==> config.mk <==
export PLATFORM = sky130hd
export DESIGN_NAME = ring_ptr_mgr
export DESIGN_NICKNAME = d
export VERILOG_FILES = /design/src/rtl/ring_ptr_pkg.sv /design/src/rtl/ring_tail_ctrl.sv /design/src/rtl/ring_head_ctrl.sv /design/src/rtl/ring_status_view.sv /design/src/rtl/ring_ptr_mgr.sv
export SDC_FILE = /design/constraint.sdc
export NUM_CORES = 1
export LEC_CHECK = 0
export ABC_AREA = 1
export BUFFER_PORTS_ARGS = -buffer_cell sky130_fd_sc_hd__buf_2
export CAP_MARGIN = 20
export CORE_MARGIN = 4
export CORE_UTILIZATION = 25
export CTS_CLUSTER_DIAMETER = 80
export DETAILED_ROUTE_END_ITERATION = 8
export GPL_ROUTABILITY_DRIVEN = 0
export GPL_TIMING_DRIVEN = 0
export HOLD_SLACK_MARGIN = 0.06
export PLACE_DENSITY_LB_ADDON = 0.15
export SLEW_MARGIN = 20
export SYNTH_ARGS = -nofsm -noshare
export SYNTH_HDL_FRONTEND = slang
export SYNTH_SLANG_ARGS = --single-unit
==> constraint.sdc <==
create_clock -name clk -period 2.2 [get_ports clk]
set_input_delay 0.44 -clock clk [delete_from_list [all_inputs] [get_ports clk]]
set_output_delay 0.44 -clock clk [all_outputs]
set_load 0.02 [all_outputs]
==> src/rtl/ring_ptr_pkg.sv <==
package ring_ptr_pkg;

    localparam int          GEN_W     = 2;
    localparam logic [1:0]  GEN_RESET = 2'd1;
    localparam int          TAG_LSB   = 24;
    localparam int          WORD_W    = 32;

    typedef enum logic [1:0] {
        SEL_TAIL = 2'd0,
        SEL_STAT = 2'd1,
        SEL_HEAD = 2'd2,
        SEL_NONE = 2'd3
    } reg_sel_e;

    typedef struct packed {
        logic [3:0]       spare_hi;
        logic [GEN_W-1:0] tail_gen;
        logic [GEN_W-1:0] head_gen;
        logic [5:0]       spare_mid;
        logic             overflow;
        logic             empty;
        logic [15:0]      free_cnt;
    } stat_word_t;

    function automatic logic [GEN_W-1:0] gen_step(input logic [GEN_W-1:0] g);
        return g + GEN_W'(1);
    endfunction

    function automatic logic [WORD_W-1:0] stamp_tag(input logic [WORD_W-1:0] w,
                                                    input logic [GEN_W-1:0]  g);
        logic [WORD_W-1:0] r;
        r = w;
        r[TAG_LSB +: GEN_W] = g;
        return r;
    endfunction

endpackage

==> src/rtl/ring_tail_ctrl.sv <==
module ring_tail_ctrl
    import ring_ptr_pkg::*;
#(
    parameter int RING_DEPTH = 16,
    localparam int IDX_W = $clog2(RING_DEPTH)
) (
    input  logic                clk,
    input  logic                rst,
    input  logic                add_req,
    input  logic [WORD_W-1:0]   add_cnt,
    input  logic [IDX_W-1:0]    free_cnt,
    output logic [IDX_W-1:0]    tail_idx,
    output logic [GEN_W-1:0]    tail_gen,
    output logic                overflow
);

    logic           cnt_fits;
    logic           add_ok;
    logic [IDX_W:0] tail_sum;

    always_comb begin
        cnt_fits = (add_cnt != '0) && (add_cnt <= WORD_W'(free_cnt));
        add_ok   = add_req && cnt_fits;
        tail_sum = {1'b0, tail_idx} + {1'b0, add_cnt[IDX_W-1:0]};
    end

    always_ff @(posedge clk) begin
        if (rst) begin
            tail_idx <= '0;
            tail_gen <= GEN_RESET;
            overflow <= 1'b0;
        end else begin
            if (add_ok) begin
                tail_idx <= tail_sum[IDX_W-1:0];
                if (tail_sum[IDX_W]) begin
                    tail_gen <= gen_step(tail_gen);
                end
            end
            if (add_req && !cnt_fits) begin
                overflow <= 1'b1;
            end
        end
    end

endmodule

==> src/rtl/ring_head_ctrl.sv <==
module ring_head_ctrl
    import ring_ptr_pkg::*;
#(
    parameter int RING_DEPTH = 16,
    localparam int IDX_W = $clog2(RING_DEPTH)
) (
    input  logic              clk,
    input  logic              rst,
    input  logic              adv_req,
    input  logic              nonempty,
    output logic              adv_ack,
    output logic [IDX_W-1:0]  head_idx,
    output logic [GEN_W-1:0]  head_gen
);

    localparam logic [IDX_W-1:0] LAST_SLOT = IDX_W'(RING_DEPTH - 1);

    logic at_last;

    always_comb begin
        adv_ack = adv_req && nonempty;
        at_last = (head_idx == LAST_SLOT);
    end

    always_ff @(posedge clk) begin
        if (rst) begin
            head_idx <= '0;
            head_gen <= GEN_RESET;
        end else if (adv_ack) begin
            head_idx <= head_idx + IDX_W'(1);
            if (at_last) begin
                head_gen <= gen_step(head_gen);
            end
        end
    end

endmodule

==> src/rtl/ring_status_view.sv <==
module ring_status_view
    import ring_ptr_pkg::*;
#(
    parameter int RING_DEPTH = 16,
    localparam int IDX_W = $clog2(RING_DEPTH)
) (
    input  logic [IDX_W-1:0]  head_idx,
    input  logic [IDX_W-1:0]  tail_idx,
    input  logic [GEN_W-1:0]  head_gen,
    input  logic [GEN_W-1:0]  tail_gen,
    input  logic              overflow,
    input  logic [1:0]        rd_sel,
    input  logic [WORD_W-1:0] desc_in,
    output logic [IDX_W-1:0]  free_cnt,
    output logic              empty,
    output logic [WORD_W-1:0] rd_data,
    output logic [WORD_W-1:0] desc_out
);

    stat_word_t stat;

    always_comb begin
        free_cnt = head_idx - (tail_idx + IDX_W'(1));
        empty    = (head_idx == tail_idx);

        stat           = '0;
        stat.free_cnt  = 16'(free_cnt);
        stat.empty     = empty;
        stat.overflow  = overflow;
        stat.head_gen  = head_gen;
        stat.tail_gen  = tail_gen;

        unique case (reg_sel_e'(rd_sel))
            SEL_TAIL: rd_data = WORD_W'(tail_idx);
            SEL_STAT: rd_data = stat;
            SEL_HEAD: rd_data = WORD_W'(head_idx);
            default:  rd_data = '0;
        endcase

        desc_out = stamp_tag(desc_in, head_gen);
    end

endmodule

==> src/rtl/ring_ptr_mgr.sv <==
module ring_ptr_mgr
    import ring_ptr_pkg::*;
#(
    parameter int RING_DEPTH = 16,
    localparam int IDX_W = $clog2(RING_DEPTH)
) (
    input  logic              clk,
    input  logic              rst,
    input  logic              reg_wr_en,
    input  logic [1:0]        reg_wr_addr,
    input  logic [31:0]       reg_wr_data,
    input  logic [1:0]        reg_rd_addr,
    output logic [31:0]       reg_rd_data,
    input  logic              eng_adv,
    output logic              eng_ack,
    output logic              fetch_valid,
    output logic [IDX_W-1:0]  fetch_idx,
    output logic [1:0]        fetch_tag,
    input  logic [31:0]       desc_in,
    output logic [31:0]       desc_out
);

    logic [IDX_W-1:0] head_idx;
    logic [IDX_W-1:0] tail_idx;
    logic [GEN_W-1:0] head_gen;
    logic [GEN_W-1:0] tail_gen;
    logic [IDX_W-1:0] free_cnt;
    logic             empty;
    logic             overflow;
    logic             add_req;

    assign add_req = reg_wr_en && (reg_sel_e'(reg_wr_addr) == SEL_TAIL);

    ring_tail_ctrl #(.RING_DEPTH(RING_DEPTH)) u_tail (
        .clk      (clk),
        .rst      (rst),
        .add_req  (add_req),
        .add_cnt  (reg_wr_data),
        .free_cnt (free_cnt),
        .tail_idx (tail_idx),
        .tail_gen (tail_gen),
        .overflow (overflow)
    );

    ring_head_ctrl #(.RING_DEPTH(RING_DEPTH)) u_head (
        .clk      (clk),
        .rst      (rst),
        .adv_req  (eng_adv),
        .nonempty (!empty),
        .adv_ack  (eng_ack),
        .head_idx (head_idx),
        .head_gen (head_gen)
    );

    ring_status_view #(.RING_DEPTH(RING_DEPTH)) u_view (
        .head_idx (head_idx),
        .tail_idx (tail_idx),
        .head_gen (head_gen),
        .tail_gen (tail_gen),
        .overflow (overflow),
        .rd_sel   (reg_rd_addr),
        .desc_in  (desc_in),
        .free_cnt (free_cnt),
        .empty    (empty),
        .rd_data  (reg_rd_data),
        .desc_out (desc_out)
    );

    assign fetch_valid = !empty;
    assign fetch_idx   = head_idx;
    assign fetch_tag   = head_gen;

endmodule

# Word-level counts from Yosys, hierarchy flattened
# Index checks and enable logic that the tools add are counted.
[op_classes]
n_addsub = 6
order_cmp = 1
n_eq_ne = 4
n_mux = 1
reduce_logical = 12
[ops]
columns = ["op", "n"]
rows = [
  ["$pmux W28 S3", 1],
  ["$le A32 B4 Y1", 1],
  ["$reduce_bool A32 Y1", 1],
  ["$add A4 B1 Y4 const B", 2],
  ["$add A4 B4 Y5", 1],
  ["$logic_and A1 B1 Y1", 5],
  ["$add A2 B1 Y2 const B", 2],
  ["$eq A4 B4 Y1", 1],
  ["$eq A4 B4 Y1 const B", 1],
  ["$logic_not A2 Y1", 2],
  ["$reduce_and A2 Y1", 2],
  ["$sub A4 B4 Y4", 1],
  ["$eq A2 B1 Y1 const B", 1],
  ["$eq A2 B2 Y1 const B", 1],
  ["$logic_not A1 Y1", 2],
]
[totals]
register_bits = 13
output_inout_bits = 72
elab_cells = 29

# Longest topological paths before layout
# Gate-level depths: netlist of the first run.
[logic_depth]
word_depth = 6
depth_mapped = 17
ltp_nobuf = 17

# Cells and area by module
# From an unflattened synthesis of the first run, not the netlist that was laid out.
[unflattened]
hier_cells = 284
hier_area_um2 = 1771.7
[by_module_without_submodules]
columns = ["module", "n_inst", "cells_each", "area_per_inst_um2"]
rows = [
  ["ring_tail_ctrl", 1, 133, 770.7],
  ["ring_status_view", 1, 108, 704.4],
  ["ring_head_ctrl", 1, 39, 279.0],
  ["ring_ptr_mgr", 1, 4, 17.5],
]

# Worst setup path before layout of the first run
# No wires, ideal clock.
[synth_path]
path_type = "register to register"
startpoint = "register u_head.head_idx[0]"
endpoint = "register u_tail.tail_gen[1]"
setup_ns = 0.113
arrival_ns = 2.334
required_ns = 2.087
setup_slack_ns = -0.247
path_stages_with_launch = 17
n_path_buf = 0
cell_sequence = "dfxtp_1 ha_1 inv_1 fa_1 xnor2_1 inv_1 ha_1 nand2_1 inv_2 nand2_1 nand2_1 nand2_1 nand3_1 nor2_4 nand4_1 nand2_1 nor2_1"
[synth_between]
elab_chain_cells = 5
[synth_rtl]
columns = ["element", "line", "rtl"]
rows = [
  ["start, declared", "ring_head_ctrl.sv:12", "output logic [IDX_W-1:0] head_idx,"],
  ["start signal, assigned", "ring_head_ctrl.sv:30", "head_idx <= head_idx + IDX_W'(1);"],
  ["$sub A4 B4 Y4", "ring_status_view.sv:23", "free_cnt = head_idx - (tail_idx + IDX_W'(1));"],
  ["$le A32 B4 Y1", "ring_tail_ctrl.sv:22", "cnt_fits = (add_cnt != '0) && (add_cnt <= WORD_W'(free_cnt));"],
  ["$logic_and A1 B1 Y1", "ring_tail_ctrl.sv:22", ""],
  ["$logic_and A1 B1 Y1", "ring_tail_ctrl.sv:23", "add_ok = add_req && cnt_fits;"],
  ["$reduce_and A2 Y1 (no source line)", "n/a", ""],
  ["end signal, assigned", "ring_tail_ctrl.sv:36", "tail_gen <= gen_step(tail_gen);"],
  ["end, declared", "ring_tail_ctrl.sv:13", "output logic [GEN_W-1:0] tail_gen,"],
]
# No other way between the ends.
# A chain may end at the register's enable or synchronous reset.

# Worst setup path after layout of the first run
[layout_path]
startpoint = "register u_tail.tail_idx[0]"
endpoint = "register u_tail.tail_gen[1]"
[layout_between]
elab_chain_cells = 6
elab_cells_between_ends = 7
cone_classes = "add/sub: 3; order compare: 1; reduce/logical: 3"
[layout_rtl]
columns = ["element", "line", "rtl"]
rows = [
  ["start, declared", "ring_tail_ctrl.sv:12", "output logic [IDX_W-1:0] tail_idx,"],
  ["start signal, assigned", "ring_tail_ctrl.sv:34", "tail_idx <= tail_sum[IDX_W-1:0];"],
  ["$add A4 B1 Y4", "ring_status_view.sv:23", ""],
  ["$sub A4 B4 Y4", "ring_status_view.sv:23", ""],
  ["$le A32 B4 Y1", "ring_tail_ctrl.sv:22", ""],
  ["$logic_and A1 B1 Y1", "ring_tail_ctrl.sv:22", ""],
  ["$logic_and A1 B1 Y1", "ring_tail_ctrl.sv:23", ""],
  ["$reduce_and A2 Y1 (no source line) *", "n/a", ""],
]
# Every way passes the cells marked *; elsewhere a longest branch is shown, timed or not.

==> reports/qor.yml, run 1 <==
hold_viol_final: 0
setup-violations-final: 4
drv_cap: 0
fin_skew_ns: 0.00228
rrSetupSlack_ns: -0.07
hp-class: "input port to flop"
period_needed_ns: 2.27
wl_per_cell_um: 9.93
ys_ff_latch: 13
core_um2: 6760
numClockSinks: 13
syn-cell-area_um2: 1730
violations: "negative setup slack"
layout_commonest_cell: "buf_2"
die_w_um: 91.1
post_synth_num_cell_types: 31
wl_um: 4610
peakVddDrop_v: 0.000119
clock_path_buffers: 2
dpl-instance-area_um2: 2400
viasPerCell: 3.93
cp_max_fo: 6
root_buffer: "clkbuf_8"
syn2layout_area_growth_pct: 49.3
p_leak_nw: 1.44
drcViolationCount: 0
overflow: 0
ys_seq_area_frac: 0.151
num_vias: 1822
hold_buffers: 0
cts_made_buffers: 3
grt_max_degree: 11
worstPathArrival_ns: 2.40
start_util: 0.256
grt_pass1_vias: 1701
clk_latency_ns: 0.24
n_fill_cell: 744
die_h_um: 91.1
design_area_um2: 2580
yosysWarnings: 0
status: "complete, but fails checks"
mostFrequentLayoutCells: "buf_2, buf_4, inv_1"
antenna_found_initial: 0
ioPinCount: 144
fin_crit_sh: 1.03
drt_iter0_drc: 40
post-place-ws_ns: -0.334
fmax_mhz: 441
start_kind: "flop"
power_density_nw_per_um2: 365
io_buffers: 89
ant_nets: 0
avgSynthCellArea_um2: 6.54
clk_pin_slew_ns: 0.06
grt_pass1_wl_um: 7440
slew_violations: 0
final_cells: 464
dp_hpwl_um: 3950
setup_slack_ns: -0.0653
dr.pass1.iters: 4
num_rows: 30
tritoncts: "done"
place_inst: 454
grt_usage: 0.104
drive_above_1_share: 0.497
rsz0062_at_grt: "true"
antennaDiodeCount: 0
synth_cells: 264
die_area_um2: 8300
end_kind: "flop"
path_class: "flop to flop"
cts-htree-levels: 1
required_ns: 2.34
finalNetCount: 471
## cell type report
class	instances	area [um^2]	area share
Multi-Input combinational cell	172	1060	0.413
Timing Repair Buffer	95	498	0.193
Buffer	55	417	0.162
Sequential cell	13	280	0.109
Inverter	45	174	0.0675
Tap cell	80	100	0.0388
Clock buffer	4	45.0	0.0175
## where the power goes
group | internal (W) | leakage (nW) | switching (W)
sequential | 0.000238 | 0.110 | 0.0000109
clock | 0.000128 | 0.0228 | 0.0000855
combinational | 0.000216 | 1.31 | 0.000262
## cells by family (layout without fill, tap and decap cells)
family	Yosys count	after routing	synth area share
adder cells (fa/ha/maj)	14	14	0.110
AND/OR/NAND/NOR	107	107	0.286
flip-flops	13	13	0.151
other	1	22	0.00217
XOR/XNOR	6	6	0.0348
buffers and inverters	100	199	0.341
AO/OA/AOI/OAI	23	23	0.0754
## worst max-delay path: stages, from the launching register on
cell and delay [ns]:
dfxtp_4 0.35, inv_2 0.06, ha_4 0.12, inv_2 0.03, fa_2 0.32, xnor2_1 0.13
inv_1 0.07, ha_1 0.26, nand2_1 0.07, inv_2 0.05, nand2_2 0.06, nand2_2 0.06
nand2_4 0.10, nand3_4 0.08, nor2_4 0.17, nand4_1 0.11, nand2_1 0.07, nor2_1 0.04
## through the flow
step	utilization	TNS [ns]	power (W)	hold WS, ns
floorplan	-	0	0.000566	0.430
CTS	0.376	-0.304	0.000932	0.408
global route	0.381	-1.23	0.00101	0.420
finish	0.381	-0.120	0.000940	0.406
global placement	0.355	-1.42	0.000687	0.444
detailed placement	0.355	-1.64	0.000689	0.451
## what timing repair did
item                                    in CTS  in global routing
endpoints found under the setup margin      10                 10
buffers inserted                             6                  0
gates resized for setup                     14                 12
pin swaps                                    9                  7
## Yosys cell counts (all sizes together)
cell type | count | area, um^2
dfxtp | 13 | 260
nor2 | 40 | 160
conb | 1 | 3.75
xor2 | 2 | 17.5
buf | 55 | 417
inv | 44 | 168
nand2 | 39 | 156
a21oi | 11 | 62.6
fa | 2 | 40.0
o211ai | 3 | 22.5
nand4 | 7 | 65.1
ha | 12 | 150
xnor2 | 4 | 42.6
o21ai | 9 | 45.0
nor3 | 2 | 15.0
clkinv | 1 | 3.75
nor3b | 1 | 7.51
nand3 | 18 | 90.1
## routing by layer
layer	vias up	global-route usage	wire length (um)
met2	70	0.201	2330
met4	0	0.0289	69
li1	987	-	-
met3	6	0.0215	356
met5	-	0	0
met1	759	0.114	1850
## flip-flops by register name, indices dropped and copies added (netlist names)
name,count
u_head.head_gen,2
u_tail.tail_gen,2
u_tail.tail_idx,4
u_head.head_idx,4
u_tail.overflow,1
## worst paths after layout
check	from	to	cells after the start
setup / recovery	u_tail.tail_idx[0]	u_tail.tail_gen[1]	17
hold / removal	rst	u_head.head_gen[1]	2
setup reg to reg	u_tail.tail_idx[0]	u_tail.tail_gen[1]	17
hold reg to reg	u_tail.overflow	u_tail.overflow	2
Note: power is estimated with default switching activity, not from simulation.
==> inputs of run 2 (changes only) <==
--- a/config.mk
+++ b/config.mk
@@ -7,9 +7,8 @@
 export LEC_CHECK = 0
 export ABC_AREA = 1
 export BUFFER_PORTS_ARGS = -buffer_cell sky130_fd_sc_hd__buf_2
-export CAP_MARGIN = 20
 export CORE_MARGIN = 4
-export CORE_UTILIZATION = 25
+export CORE_UTILIZATION = 39
 export CTS_CLUSTER_DIAMETER = 80
 export DETAILED_ROUTE_END_ITERATION = 8
 export GPL_ROUTABILITY_DRIVEN = 0
==> constraint.sdc (replaced) <==
create_clock -name clk -period 2.4 [get_ports clk]
set_input_delay 0.48 -clock clk [delete_from_list [all_inputs] [get_ports clk]]
set_output_delay 0.48 -clock clk [all_outputs]
set_load 0.02 [all_outputs]
==> reports/qor.yml, run 2 (synthesized netlist as in run 1, its figures left out) <==
fmax_mhz: 427  # -3.4%
path_class: "flop to flop"
swShare: 0.381  # about the same
hp-class: "input port to flop"
cpPeakStageDelay_ns: 0.36  # about the same
clock_path_buffers: 2  # unchanged
crit_buf_inv: 2  # -2
setup-violations-final: 0  # -4
dr.pass1.iters: 4  # unchanged
crit_start: "u_tail.tail_idx[2]"
overflow: 0  # unchanged
num_vias: 1852  # +1.6%
slew_violations: 0  # unchanged
grt_pass1_wl_um: 6430  # -14%
drt_iter0_drc: 52  # +30%
crit_chain: "inv_1 -> ha_4 -> a21oi_2 -> nand2_1 -> xnor2_2 -> ha_1 -> nand2_1 -> inv_2 -> nand2_1 -> nand2_1 -> nand2_2 -> nand3_4 -> nor2_4 -> nand4_1 -> nand2_1 -> nor2_1"
syn2layout_area_growth_pct: 44.2
ioPinCount: 144  # unchanged
num_rows: 23  # -23%
busiest_layer: "met2"
layout_top_registers: "u_head.head_idx (4), u_tail.tail_idx (4)"
hold_viol_final: 0  # unchanged
core_um2: 4140  # -39%
dp_hpwl_um: 3590  # -9.1%
power_density_nw_per_um2: 337  # -7.6%
mostFrequentLayoutCells: "buf_2, buf_4, inv_1"
worst_path_most_repeated_cell: "nand2_1"
clk_latency_ns: 0.24  # about the same
wl_per_cell_um: 9.72  # -2.1%
required_ns: 2.54  # +0.20 ns
grt_max_degree: 11  # unchanged
seq_power_share: 0.270  # +0.005
p_int_w: 0.000519  # -11%
clk_pin_slew_ns: 0.06  # about the same
grt_usage: 0.141  # +0.0366
cpLargestDelayFamily: "simple AND/OR/NAND/NOR gates"
wl_um: 4200  # -8.8%
tritoncts: "done"
status: "finished clean"
p_sw_w: 0.000320  # -11%
layout.area.seq_um2: 280  # unchanged
layout_commonest_cell: "buf_2"
utilization: 0.601  # +0.219
cts_made_buffers: 3  # unchanged
start_kind: "flop"
root_buffer: "clkbuf_8"
cp_max_fo: 6  # unchanged
die_w_um: 74.5  # -18%
start_util: 0.417  # +0.161
drv_cap: 0  # unchanged
viasPerCell: 4.29  # +9.2%
drive_above_1_share: 0.479  # -0.0183
die_area_um2: 5560  # -33%
fin_crit_sh: 0.977  # -0.0529
use_met3: 0.0284  # +0.00684
hold_buffers: 0  # unchanged
power_frac_comb: 0.498  # -0.010
gr-usage-met1: 0.182  # +0.0679
pwr-share-clk: 0.232  # +0.005
drcViolationCount: 0  # unchanged
finalNetCount: 469  # -0.42%
rsz0062_at_grt: "true"
fin_skew_ns: 0.000551  # -0.00173 ns
ant_nets: 0  # unchanged
slowest_stage: "dfxtp_4"
antenna_found_initial: 0  # unchanged
n_fill_cell: 414  # -44%
met2_usage: 0.246  # +0.0448
end_kind: "flop"
cts-htree-levels: 1  # unchanged
numClockSinks: 13  # unchanged
multi_input_area_um2: 1040  # -2.5%
worstPathArrival_ns: 2.48  # +0.08 ns
hp-start: "rst"
io_buffers: 89  # unchanged
final_cells: 432  # -6.9%
reg2reg_from: "u_tail.tail_idx[2]"
grt_pass1_vias: 1595  # -6.2%
die_h_um: 74.5  # -18%
period_needed_ns: 2.34  # +0.0789 ns
place_inst: 424  # -6.6%
peakVddDrop_v: 0.000192  # +61%
p_leak_nw: 1.44  # -0.21%
antennaDiodeCount: 0  # unchanged
==> run 2: power by group through the flow <==
stage / combinational, W / sequential (W) / clock [W]
2_1_floorplan: 0.000275 / 0.000236 / 0
3_3_place_gp: 0.000377 / 0.000233 / 0
3_5_place_dp: 0.000383 / 0.000233 / 0
4_1_cts: 0.000394 / 0.000229 / 0.000203
5_1_grt: 0.000460 / 0.000228 / 0.000213
6_report: 0.000418 / 0.000227 / 0.000195
==> run 2: per-stage QoR <==
step	worst slack [ns]	instance area [um^2]	setup TNS (ns)	hold slack [ns]	total power [W]
after floorplan	0.00141	1810	0	0.430	0.000511
after global placement	-0.175	2310	-0.631	0.455	0.000611
after detailed placement	-0.185	2310	-0.702	0.454	0.000616
after CTS	0.00304	2400	0	0.435	0.000826
after global routing	-0.148	2490	-0.579	0.436	0.000901
final	0.0558	2490	0	0.438	0.000839
==> run 2: worst paths after layout <==
kind         cells past startpoint  slack, ns                 end
max                             16       0.06  u_tail.tail_gen[1]
min reg2reg                      2       0.46     u_tail.overflow
min                              2       0.44  u_head.head_gen[1]
max reg2reg                     16       0.06  u_tail.tail_gen[1]
==> run 2: layer usage <==
metal / routed length (um) / vias up / part of all wire
li1: - / 990 / -
met1: 1660 / 755 / 0.39
met2: 1970 / 105 / 0.47
met3: 555 / 2 / 0.13
met4: 19 / 0 / 0.0045
met5: 0 / - / 0
==> run 2: final cells by class <==
| cell class | instances | area share |
|---|---|---|
| tap | 50 | 0.0251 |
| clock buffer | 3 | 0.0166 |
| multi-input combinational | 172 | 0.417 |
| sequential | 13 | 0.113 |
| buffer | 55 | 0.167 |
| inverter | 45 | 0.0688 |
| timing repair buffer | 93 | 0.191 |
| clock inverter | 1 | 0.00201 |
==> run 2: worst reg2reg max path, delay by kind of cell (launching register included) <==
family,cells,cell delay [ns]
AND/OR/NAND/NOR,10,0.88
XOR/XNOR,1,0.17
buffers and inverters,2,0.10
AO/OA/AOI/OAI,1,0.15
adder cells (fa/ha/maj),2,0.58
flip-flops,1,0.36
==> run 2: timing repair <==
| action | CTS | global route |
|---|---|---|
| buffers inserted | 1 | 3 |
| resized for setup | 12 | 14 |
| endpoints found under the hold margin | 0 | 0 |
| pin swaps | 3 | 11 |
| endpoints found under the setup margin | 6 | 7 |
